**config.mk**
```make
export PLATFORM = sky130hd
export DESIGN_NAME = cop_bridge
export DESIGN_NICKNAME = d
export VERILOG_FILES = /design/src/rtl/cbr_pkg.sv /design/src/rtl/cbr_addr_dec.sv /design/src/rtl/cbr_beat_seq.sv /design/src/rtl/cbr_rd_buf.sv /design/src/rtl/cop_bridge.sv
export SDC_FILE = /design/constraint.sdc
export NUM_CORES = 1
export LEC_CHECK = 0
export BUFFER_PORTS_ARGS = -buffer_cell sky130_fd_sc_hd__buf_2
export CELL_PAD_IN_SITES_DETAIL_PLACEMENT = 2
export CELL_PAD_IN_SITES_GLOBAL_PLACEMENT = 2
export CORE_AREA = 2 2 159 238
export DETAILED_ROUTE_END_ITERATION = 6
export DIE_AREA = 0 0 161 240
export GPL_TIMING_DRIVEN = 0
export PLACE_DENSITY_LB_ADDON = 0.3
export SETUP_SLACK_MARGIN = 0.2
export SYNTH_ARGS = -nofsm -noshare
export SYNTH_HDL_FRONTEND = slang
export SYNTH_SLANG_ARGS = --single-unit
```
**constraint.sdc**
```tcl
create_clock -name clk -period 8.6 [get_ports clk]
set_input_delay 1.72 -clock clk [delete_from_list [all_inputs] [get_ports clk]]
set_output_delay 1.72 -clock clk [all_outputs]
set_load 0.01 [all_outputs]
```
**src/rtl/cbr_pkg.sv**
```systemverilog
package cbr_pkg;

  localparam int ADDR_W   = 20;
  localparam int DATA_W   = 32;
  localparam int N_REGION = 7;

  typedef enum logic [1:0] {
    OP_WRITE = 2'b00,
    OP_ISSUE = 2'b01,
    OP_COL32 = 2'b10,
    OP_COL64 = 2'b11
  } cbr_op_e;

  // Window base addresses; the sel bit index is the window index.
  function automatic logic [ADDR_W-1:0] region_base(input int idx);
    logic [ADDR_W-1:0] b;
    case (idx)
      0:       b = 20'h00000;  // shared memory
      1:       b = 20'h20000;  // transfer-engine configuration bank
      2:       b = 20'h94000;  // sequencer data store
      3:       b = 20'h98000;  // sequencer instruction store
      4:       b = 20'h9C000;  // system-control bank
      5:       b = 20'hA0000;  // accelerator bank 0
      default: b = 20'hA1000;  // accelerator bank 1
    endcase
    return b;
  endfunction

  // Window size minus one; every window is a power of two and aligned.
  function automatic logic [ADDR_W-1:0] region_mask(input int idx);
    logic [ADDR_W-1:0] m;
    case (idx)
      0:       m = 20'h07FFF;
      1:       m = 20'h1FFFF;
      2:       m = 20'h00FFF;
      3:       m = 20'h01FFF;
      4:       m = 20'h00FFF;
      5:       m = 20'h00FFF;
      default: m = 20'h00FFF;
    endcase
    return m;
  endfunction

endpackage

```
**src/rtl/cbr_addr_dec.sv**
```systemverilog
module cbr_addr_dec
  import cbr_pkg::*;
#(
  parameter int AW = ADDR_W,
  parameter int NR = N_REGION
) (
  input  logic [AW-1:0] addr_i,
  output logic [NR-1:0] sel_o,
  output logic          hole_o
);

  for (genvar g = 0; g < NR; g++) begin : g_win
    localparam logic [AW-1:0] WBASE = AW'(region_base(g));
    localparam logic [AW-1:0] WMASK = AW'(region_mask(g));
    assign sel_o[g] = ((addr_i & ~WMASK) == WBASE);
  end

  assign hole_o = ~|sel_o;

endmodule

```
**src/rtl/cbr_beat_seq.sv**
```systemverilog
module cbr_beat_seq
  import cbr_pkg::*;
#(
  parameter int AW = ADDR_W,
  parameter int DW = DATA_W,
  parameter int NR = N_REGION
) (
  input  logic            clk,
  input  logic            rst_n,
  input  logic            go_i,
  input  logic            we_i,
  input  logic            two_i,
  input  logic [AW-1:0]   base_i,
  input  logic [2*DW-1:0] wdata_i,
  output logic            busy_o,
  output logic            done_o,
  output logic            err_o,
  output logic [2*DW-1:0] rdata_o,
  output logic            req_o,
  output logic            we_o,
  output logic [AW-1:0]   addr_o,
  output logic [DW-1:0]   wdata_o,
  output logic [NR-1:0]   sel_o,
  input  logic            ack_i,
  input  logic [DW-1:0]   rdata_i
);

  localparam int WW = 2 * DW;
  localparam logic [AW-1:0] BEAT_STEP = AW'(DW / 8);

  logic            run_q, idx_q, two_q, we_q, err_q, done_q;
  logic [AW-1:0]   base_q;
  logic [WW-1:0]   wd_q, rd_q;
  logic [AW-1:0]   cur_addr;
  logic [NR-1:0]   sel;
  logic            hole, step, last;

  assign cur_addr = base_q + (idx_q ? BEAT_STEP : '0);

  cbr_addr_dec #(.AW(AW), .NR(NR)) u_dec (
    .addr_i (cur_addr),
    .sel_o  (sel),
    .hole_o (hole)
  );

  assign last = idx_q | ~two_q;
  assign step = run_q & (hole | ack_i);

  always_ff @(posedge clk or negedge rst_n) begin
    if (!rst_n) begin
      run_q  <= 1'b0;
      idx_q  <= 1'b0;
      two_q  <= 1'b0;
      we_q   <= 1'b0;
      err_q  <= 1'b0;
      done_q <= 1'b0;
      base_q <= '0;
      wd_q   <= '0;
      rd_q   <= '0;
    end else begin
      done_q <= 1'b0;
      if (go_i) begin
        run_q  <= 1'b1;
        idx_q  <= 1'b0;
        two_q  <= two_i;
        we_q   <= we_i;
        err_q  <= 1'b0;
        base_q <= base_i;
        wd_q   <= wdata_i;
        rd_q   <= '0;
      end else if (step) begin
        if (hole) err_q <= 1'b1;
        else if (!we_q) rd_q[int'(idx_q)*DW +: DW] <= rdata_i;
        if (last) begin
          run_q  <= 1'b0;
          done_q <= 1'b1;
        end else begin
          idx_q <= 1'b1;
        end
      end
    end
  end

  assign busy_o  = run_q | done_q;
  assign done_o  = done_q;
  assign err_o   = err_q;
  assign rdata_o = rd_q;
  assign req_o   = run_q & ~hole;
  assign we_o    = we_q;
  assign addr_o  = cur_addr;
  assign wdata_o = wd_q[int'(idx_q)*DW +: DW];
  assign sel_o   = sel;

  // at most one window is selected while a sequence is running
  p_sel_onehot_r6: assert property (@(posedge clk) disable iff (!rst_n)
    run_q |-> $onehot0(sel_o));

  // an unacknowledged request keeps its beat stable
  p_req_hold_r10: assert property (@(posedge clk) disable iff (!rst_n)
    (req_o && !ack_i) |=> (req_o && $stable(addr_o) && $stable(we_o)
                           && $stable(wdata_o) && $stable(sel_o)));

endmodule

```
**src/rtl/cbr_rd_buf.sv**
```systemverilog
module cbr_rd_buf #(
  parameter int WW = 64
) (
  input  logic          clk,
  input  logic          rst_n,
  input  logic          load_i,
  input  logic [WW-1:0] data_i,
  input  logic          take_i,
  output logic          valid_o,
  output logic [WW-1:0] data_o
);

  logic          valid_q;
  logic [WW-1:0] data_q;

  always_ff @(posedge clk or negedge rst_n) begin
    if (!rst_n) begin
      valid_q <= 1'b0;
      data_q  <= '0;
    end else if (load_i) begin
      valid_q <= 1'b1;
      data_q  <= data_i;
    end else if (take_i) begin
      valid_q <= 1'b0;
    end
  end

  assign valid_o = valid_q;
  assign data_o  = data_q;

endmodule

```
**src/rtl/cop_bridge.sv**
```systemverilog
module cop_bridge
  import cbr_pkg::*;
#(
  parameter int AW = ADDR_W,
  parameter int DW = DATA_W,
  parameter int NR = N_REGION
) (
  input  logic            clk,
  input  logic            rst_n,
  input  logic            cmd_valid,
  output logic            cmd_ready,
  input  logic [1:0]      cmd_op,
  input  logic            cmd_auto,
  input  logic [DW-1:0]   cmd_lo,
  input  logic [DW-1:0]   cmd_hi,
  output logic            rsp_valid,
  input  logic            rsp_ready,
  output logic [2*DW-1:0] rsp_data,
  output logic            busy,
  output logic            err,
  output logic            bus_req,
  output logic            bus_we,
  output logic [AW-1:0]   bus_addr,
  output logic [DW-1:0]   bus_wdata,
  output logic [NR-1:0]   bus_sel,
  input  logic            bus_ack,
  input  logic [DW-1:0]   bus_rdata
);

  localparam int WW = 2 * DW;
  localparam logic [AW-1:0] STEP_WORD  = AW'(DW / 8);
  localparam logic [AW-1:0] STEP_DWORD = AW'(WW / 8);

  cbr_op_e         op;
  logic            accept, is_wr, is_iss, is_col;
  logic            seq_go, seq_busy, seq_done, seq_err;
  logic            seq_two;
  logic [AW-1:0]   seq_base;
  logic [WW-1:0]   seq_wdata, seq_rdata;
  logic            buf_valid, buf_take;
  logic [WW-1:0]   buf_data;
  logic [AW-1:0]   hold_q;
  logic            rd_inflight_q, rd_auto_q;
  logic            rsp_valid_q, err_q;
  logic [WW-1:0]   rsp_data_q;
  logic            col_hit;

  assign op     = cbr_op_e'(cmd_op);
  assign is_wr  = (op == OP_WRITE);
  assign is_iss = (op == OP_ISSUE);
  assign is_col = (op == OP_COL32) || (op == OP_COL64);

  assign cmd_ready = ~seq_busy & ~rsp_valid_q;
  assign accept    = cmd_valid & cmd_ready;
  assign busy      = cmd_valid & is_col & seq_busy;

  // Sequence launch: explicit write is one beat, everything else two.
  assign seq_go    = accept & (is_wr | is_iss);
  assign seq_base  = cmd_auto ? hold_q : cmd_lo[AW-1:0];
  assign seq_two   = ~(is_wr & ~cmd_auto);
  assign seq_wdata = cmd_auto ? {cmd_hi, cmd_lo} : {{DW{1'b0}}, cmd_hi};

  cbr_beat_seq #(.AW(AW), .DW(DW), .NR(NR)) u_seq (
    .clk     (clk),
    .rst_n   (rst_n),
    .go_i    (seq_go),
    .we_i    (is_wr),
    .two_i   (seq_two),
    .base_i  (seq_base),
    .wdata_i (seq_wdata),
    .busy_o  (seq_busy),
    .done_o  (seq_done),
    .err_o   (seq_err),
    .rdata_o (seq_rdata),
    .req_o   (bus_req),
    .we_o    (bus_we),
    .addr_o  (bus_addr),
    .wdata_o (bus_wdata),
    .sel_o   (bus_sel),
    .ack_i   (bus_ack),
    .rdata_i (bus_rdata)
  );

  assign col_hit  = accept & is_col & buf_valid;
  assign buf_take = col_hit | (accept & is_iss);

  cbr_rd_buf #(.WW(WW)) u_buf (
    .clk     (clk),
    .rst_n   (rst_n),
    .load_i  (seq_done & rd_inflight_q),
    .data_i  (seq_rdata),
    .take_i  (buf_take),
    .valid_o (buf_valid),
    .data_o  (buf_data)
  );

  // Held address and read bookkeeping
  always_ff @(posedge clk or negedge rst_n) begin
    if (!rst_n) begin
      hold_q        <= '0;
      rd_inflight_q <= 1'b0;
      rd_auto_q     <= 1'b0;
    end else begin
      if (seq_done) rd_inflight_q <= 1'b0;
      if (accept && (is_wr || is_iss)) begin
        if (!cmd_auto)  hold_q <= cmd_lo[AW-1:0];
        else if (is_wr) hold_q <= hold_q + STEP_DWORD;
      end
      if (accept && is_iss) begin
        rd_inflight_q <= 1'b1;
        rd_auto_q     <= cmd_auto;
      end
      if (col_hit && rd_auto_q)
        hold_q <= hold_q + ((op == OP_COL64) ? STEP_DWORD : STEP_WORD);
    end
  end

  // Response stage and error pulse
  always_ff @(posedge clk or negedge rst_n) begin
    if (!rst_n) begin
      rsp_valid_q <= 1'b0;
      rsp_data_q  <= '0;
      err_q       <= 1'b0;
    end else begin
      err_q <= (seq_done & seq_err) | (accept & is_col & ~buf_valid);
      if (accept && is_col) begin
        rsp_valid_q <= 1'b1;
        if (!buf_valid)          rsp_data_q <= '0;
        else if (op == OP_COL64) rsp_data_q <= buf_data;
        else                     rsp_data_q <= {{DW{1'b0}}, buf_data[DW-1:0]};
      end else if (rsp_ready) begin
        rsp_valid_q <= 1'b0;
      end
    end
  end

  assign rsp_valid = rsp_valid_q;
  assign rsp_data  = rsp_data_q;
  assign err       = err_q;

  // a stalled collect is never accepted
  p_busy_stall_r1: assert property (@(posedge clk) disable iff (!rst_n)
    busy |-> !cmd_ready);

  // an explicit command loads the held address
  p_explicit_load_r2: assert property (@(posedge clk) disable iff (!rst_n)
    (accept && !cmd_auto && (is_wr || is_iss)) |=> hold_q == $past(cmd_lo[AW-1:0]));

  // an auto write moves the held address by one double word
  p_auto_adv_r3: assert property (@(posedge clk) disable iff (!rst_n)
    (accept && cmd_auto && is_wr) |=> hold_q == $past(hold_q) + STEP_DWORD);

  // an untaken response stays put
  p_rsp_hold_r9: assert property (@(posedge clk) disable iff (!rst_n)
    (rsp_valid && !rsp_ready) |=> (rsp_valid && $stable(rsp_data)));

endmodule

```
# Word level (Yosys, flattened, before mapping)
# Cells that the tools add are included.
# totals
word_cells,118
out_inout_bits,129
input_bits,104
reg_bits,307
# classes
shift,3
bitwise_logic,26
eq_ne,13
reduce_logical,22
add_sub_neg,4
mux,33
# ops
op,n
2-to-1 mux 64 bit,7
2-to-1 mux 20 bit,5
bitwise mux 64 bit,1
"variable shift 32 x 33 -> 64 bit, first input constant",1
variable part select 32 x 33 -> 64 bit,1
variable part select 64 x 7 -> 32 bit,1
negator 6 -> 33 bit,1
"== test 8 bit, second input constant",4
adder 20 bit,1
adder 20 x 4 -> 20 bit,1
"adder 20 x 4 -> 20 bit, second input constant",1
logical NOT 20 bit,1
2-to-1 mux 1 bit,18
AND 1 bit,14
nonzero test 2 bit,7
AND reduction 2 bit,4
"== test 7 bit, second input constant",1
OR reduction 7 bit,1
"inequality test 2 bit, second input constant",3
NOT 1 bit,6
bitwise OR 1 bit,6
"== test 2 bit, second input constant",2
logical AND 1 bit,4
2-to-1 mux 4 bit,1
other kinds (8),9

# Logic depth before layout (Yosys ltp)
# depth
depth_word,9
mapped_depth,10
ltp_nobuf,10

# Cells and area by module
# Synthesis repeated with hierarchy kept, for this count alone.
# hier_totals
hier_cells,1122
hier_area_um2,14620.3
# by_module_without_submodules
module,cells_each,n_inst,seq_area_each_um2,area_per_inst_um2
cbr_beat_seq,424,1,3853.7,6875.3
cop_bridge,542,1,2202.1,5009.8
cbr_rd_buf,138,1,1626.6,2615.0
cbr_addr_dec,18,1,0.0,120.1

# Least setup slack after synthesis
# No wires, ideal clock.
# synth_timing
path_kind,register -> output
from,reg u_seq.base_q[2]
to,out bus_req
arrival_ns,2.613
path_buffers,0
slack_ns,4.267
required_time_ns,6.880
stages_incl_launch_ff,10
cell_sequence,dfrtp_1 ha_1 ha_1 nand4_2 or4_1 mux2i_1 o21a_2 nor4_4 nor2_1 nor2b_1
# synth_via
elab_chain_len,4
elab_cells_between_ends,10
cone_classes,add/sub: 1; eq/ne: 6; bitwise: 1; reduce/logical: 2
# synth_lines
element,line_no,text
from (decl),cbr_beat_seq.sv:32,logic [AW-1:0] base_q;
from (signal assigned),cbr_beat_seq.sv:68,base_q <= base_i;
adder 20 bit (*),cbr_beat_seq.sv:38,assign cur_addr = base_q + (idx_q ? BEAT_STEP : '0);
"logical NOT 20 bit, or another cell as far along",cbr_addr_dec.sv:15,assign sel_o[g] = ((addr_i & ~WMASK) == WBASE);
OR reduction 7 bit (*),cbr_addr_dec.sv:18,assign hole_o = ~|sel_o;
AND 1 bit (*),cbr_beat_seq.sv:88,assign req_o = run_q & ~hole;
to (decl),cop_bridge.sv:21,"output logic bus_req,"
# Every way passes the cells marked *; elsewhere a longest branch is shown, timed or not.

# Final worst setup path
# layout_timing
from,reg u_seq.idx_q
to,out bus_req
# layout_via
elab_chain_len,5
elab_cells_between_ends,11
cone_classes,add/sub: 1; eq/ne: 6; mux: 1; bitwise: 1; reduce/logical: 2
# layout_lines
element,line_no,text
from (decl),cbr_beat_seq.sv:31,"logic run_q, idx_q, two_q, we_q, err_q, done_q;"
from (signal assigned),cbr_beat_seq.sv:52,idx_q <= 1'b0;
from (signal assigned),cbr_beat_seq.sv:64,idx_q <= 1'b0;
from (signal assigned),cbr_beat_seq.sv:78,idx_q <= 1'b1;
2-to-1 mux 3 bit (*),cbr_beat_seq.sv:38,
adder 20 bit (*),cbr_beat_seq.sv:38,
"logical NOT 20 bit, or another cell as far along",cbr_addr_dec.sv:15,
OR reduction 7 bit (*),cbr_addr_dec.sv:18,
AND 1 bit (*),cbr_beat_seq.sv:88,
# Marked as above.

==> results.py <==
metrics = {
    "status": {
        "status": "finished, final reports clean",
    },
    "clocking": {
        "cts.sinks": 307,
        "clock_insertion_delay_worst_skew_ps": 570,
        "clk_pin_slew_ps": 70,
        "cts_tree": "yes",
        "hold_buffers": 0,
        "root_buffer": "clkbuf_16",
        "numCtsBuffers": 30,
        "post_cts_buffers": 0,
        "cts_resized": 0,
        "h-tree-depth": 1,
        "clock_path_buffers": 3,
    },
    "route": {
        "drt_iter0_markers": 545,
        "drc": 0,
        "wl_per_cell_um": 23.3,
        "num_vias": 11228,
        "postRouteAntennaNets": 0,
        "drt-pass1-iter-count": 4,
        "viasPerCell": 5.34,
        "wl_um": 48900,
    },
    "timing": {
        "slew_headroom": 0.295,
        "max_freq_mhz": 180,
        "tightest_slew_ps": 1060,
        "rsz0062_at_grt": "false",
        "min_period_ps": 5570,
        "skew_ps": 13.6,
        "hold_violations": 0,
        "fin_crit_sh": 0.647,
        "setup_viol": 0,
        "slew_violations": 0,
        "postLayoutSetupSlackWorst_ps": 3030,
    },
    "setup_path": {
        "cp-end-kind": "output pin",
        "crit_arrival_ps": 3850,
        "cpPeakStageDelay_ps": 490,
        "path_common_cell": "ha_1",
        "critPathKind": "flip-flop to output pin",
        "required_ps": 6880,
        "critPathLaunchType": "flip-flop",
        "path_buf_inv": 1,
        "critPathTopFamily": "simple AND/OR/NAND/NOR gates",
        "path_cells": "ha_1 > ha_1 > nand4_2 > nor3_1 > xor2_2 > mux2_2 > nor4_4 > nor2_1 > nor2b_1 > buf_2",
        "worst_path_max_delay_cell": "nor4_4",
        "crit_fanout": 7,
    },
    "floorplanning": {
        "die_w_um": 161,
        "start_util": 0.384,
        "die_h_um": 240,
        "boundaryPins": 233,
        "coreArea_um2": 36600,
        "std_cell_rows": 86,
        "floorplan.die_area_um2": 38600,
    },
    "worst_hold_path": {
        "hold_class": "flip-flop to flip-flop",
    },
    "final_layout": {
        "seqCellArea_um2": 7680,
        "post-route-util": 0.466,
        "syn_to_final_growth_pct": 21.2,
        "drive_gt1_frac": 0.255,
        "fillCellCount": 3904,
        "nNetsFinal": 1700,
        "multi_input_comb_area_um2": 5780,
    },
    "synth": {
        "ys_seq_elements": 307,
        "syn-num-nets": 1433,
        "yosysTopAreaCellShare": 0.547,
        "synth_edf_count": 0,
        "avgSynthCellArea_um2": 10.6,
        "yosys_warnings": 0,
        "synth_ff_type": "dfrtp_1",
        "synth_commonest_cells": "dfrtp_1, nand2_1, mux2i_1, mux2_2, nand3_1",
        "yosysMostFrequentCell": "dfrtp_1",
        "synthTopCellsByArea": "dfrtp_1, mux2i_1, mux2_2",
        "synth_area_um2": 14100,
        "ys_seq_area_frac": 0.547,
        "yosys.area.top_type": "dfrtp_1",
        "synth_cell_types": 62,
        "ys_async_sr_fraction": 1.00,
        "syn_inst": 1323,
    },
    "place": {
        "port-buffer-count": 232,
        "dp_slack_ps": 3630,
        "gp_congestion": 0.885,
        "dp_hpwl_um": 35900,
    },
    "grt": {
        "grt_pass1_vias": 12845,
        "track_usage": 0.256,
        "antenna_found_initial": 6,
        "grt-ovfl-total": 0,
        "grt_pass1_wl_um": 75900,
        "grt_max_degree": 103,
    },
    "power": {
        "finalPower_mw": 5.30,
        "p_leak_nw": 9.05,
        "peakVddDrop_mv": 0.152,
        "power.density_nw_per_um2": 311,
    },
    "run": {
        "maxCapViolCount": 0,
    },
}
flip-flops by register name (all words and copies together), names as in the netlist, 20 cells and up:
| signal | flops |
|---|---|
| u_buf.data_o | 64 |
| hold_q | 20 |
| u_seq.rdata_o | 64 |
| u_seq.base_q | 20 |
| rsp_data | 64 |
| u_seq.wd_q | 64 |
layer usage:
metal / share of wire / GRT usage / wire length [µm]
met1: 0.38 / 0.281 / 18400
met2: 0.55 / 0.493 / 26800
met3: 0.036 / 0.0359 / 1760
met4: 0.040 / 0.0990 / 1940
met5: 0.00061 / 0 / 30
cells by family (layout without fill, tap and decap cells):
group	Yosys count	in the layout	share of synthesized area
AND/OR/NAND/NOR	457	457	0.146
AO/OA/AOI/OAI	178	178	0.0828
buffers and inverters	138	428	0.0422
other	0	4	0
adder cells (fa/ha/maj)	6	6	0.00587
multiplexers	216	216	0.163
XOR/XNOR	21	21	0.0136
flip-flops	307	307	0.547
layout make-up:
| type | count | share of cell area |
|---|---|---|
| well taps | 484 | 0.0355 |
| plain buffers | 92 | 0.0247 |
| repair buffers | 235 | 0.0736 |
| multi-input cells | 878 | 0.339 |
| diodes | 4 | 0.000588 |
| clock inverters | 15 | 0.0135 |
| clock buffers | 40 | 0.0516 |
| flip-flops and latches | 307 | 0.451 |
| inverters | 46 | 0.0101 |
power by group:
group	internal [mW]	switching [mW]
clock	0.895	0.599
combinational	0.626	1.02
sequential	1.85	0.306
worst min-delay path, cell delays in order (launching register included):
cell,delay (ps)
dfrtp_1,340
nand2_1,50
nand2_1,40
final timing paths:
| check | slack, ps | to | cells past startpoint | startpoint |
|---|---|---|---|---|
| max | 3030 | bus_req | 10 | u_seq.idx_q |
| min | 460 | rsp_data[16] | 2 | rsp_data[16] |
| max reg2reg | 5040 | u_seq.rdata_o[36] | 10 | u_seq.idx_q |
| min reg2reg | 460 | rsp_data[16] | 2 | rsp_data[16] |
| max in group asynchronous | 6230 | rsp_data[52] | 3 | rst_n |
| min in group asynchronous | 1100 | rsp_data[5] | 1 | rst_n |
placed cells by master (no fill, tap or decap), types with 3 or more instances in the layout:
cell       count
buf_8          7
xor2_1        10
nand4_1        9
xnor2_1       10
buf_2        231
nand2_1      273
clkbuf_8       7
ha_1           5
nor3_1        14
nor2_1        34
o22ai_1        4
a211oi_1       6
buf_1          5
or3_1          4
clkbuf_1      81
nor4_1         4
a22o_1        33
nor2b_1        9
bufinv_16      6
clkbuf_16     31
inv_1         46
nand3_1       82
a31oi_1        5
mux2i_1      116
and2_1         4
buf_16         3
dfrtp_1      307
nor3b_1        4
o21ai_0       79
mux2_2       100
and3_1         4
a21oi_1       26
clkinv_2       7
diode_2        4
stage by stage:
stage	instance area [µm²]	TNS, ps	hold WS [ps]	instances
4_1_cts	17000	0	469	2097
3_5_place_dp	15900	0	454	2042
6_report	17000	0	463	2101
5_1_grt	17000	0	491	2099
2_1_floorplan	14100	0	433	1323
3_3_place_gp	15800	-29850	443	2039
Power figures use the tool's default switching activity.
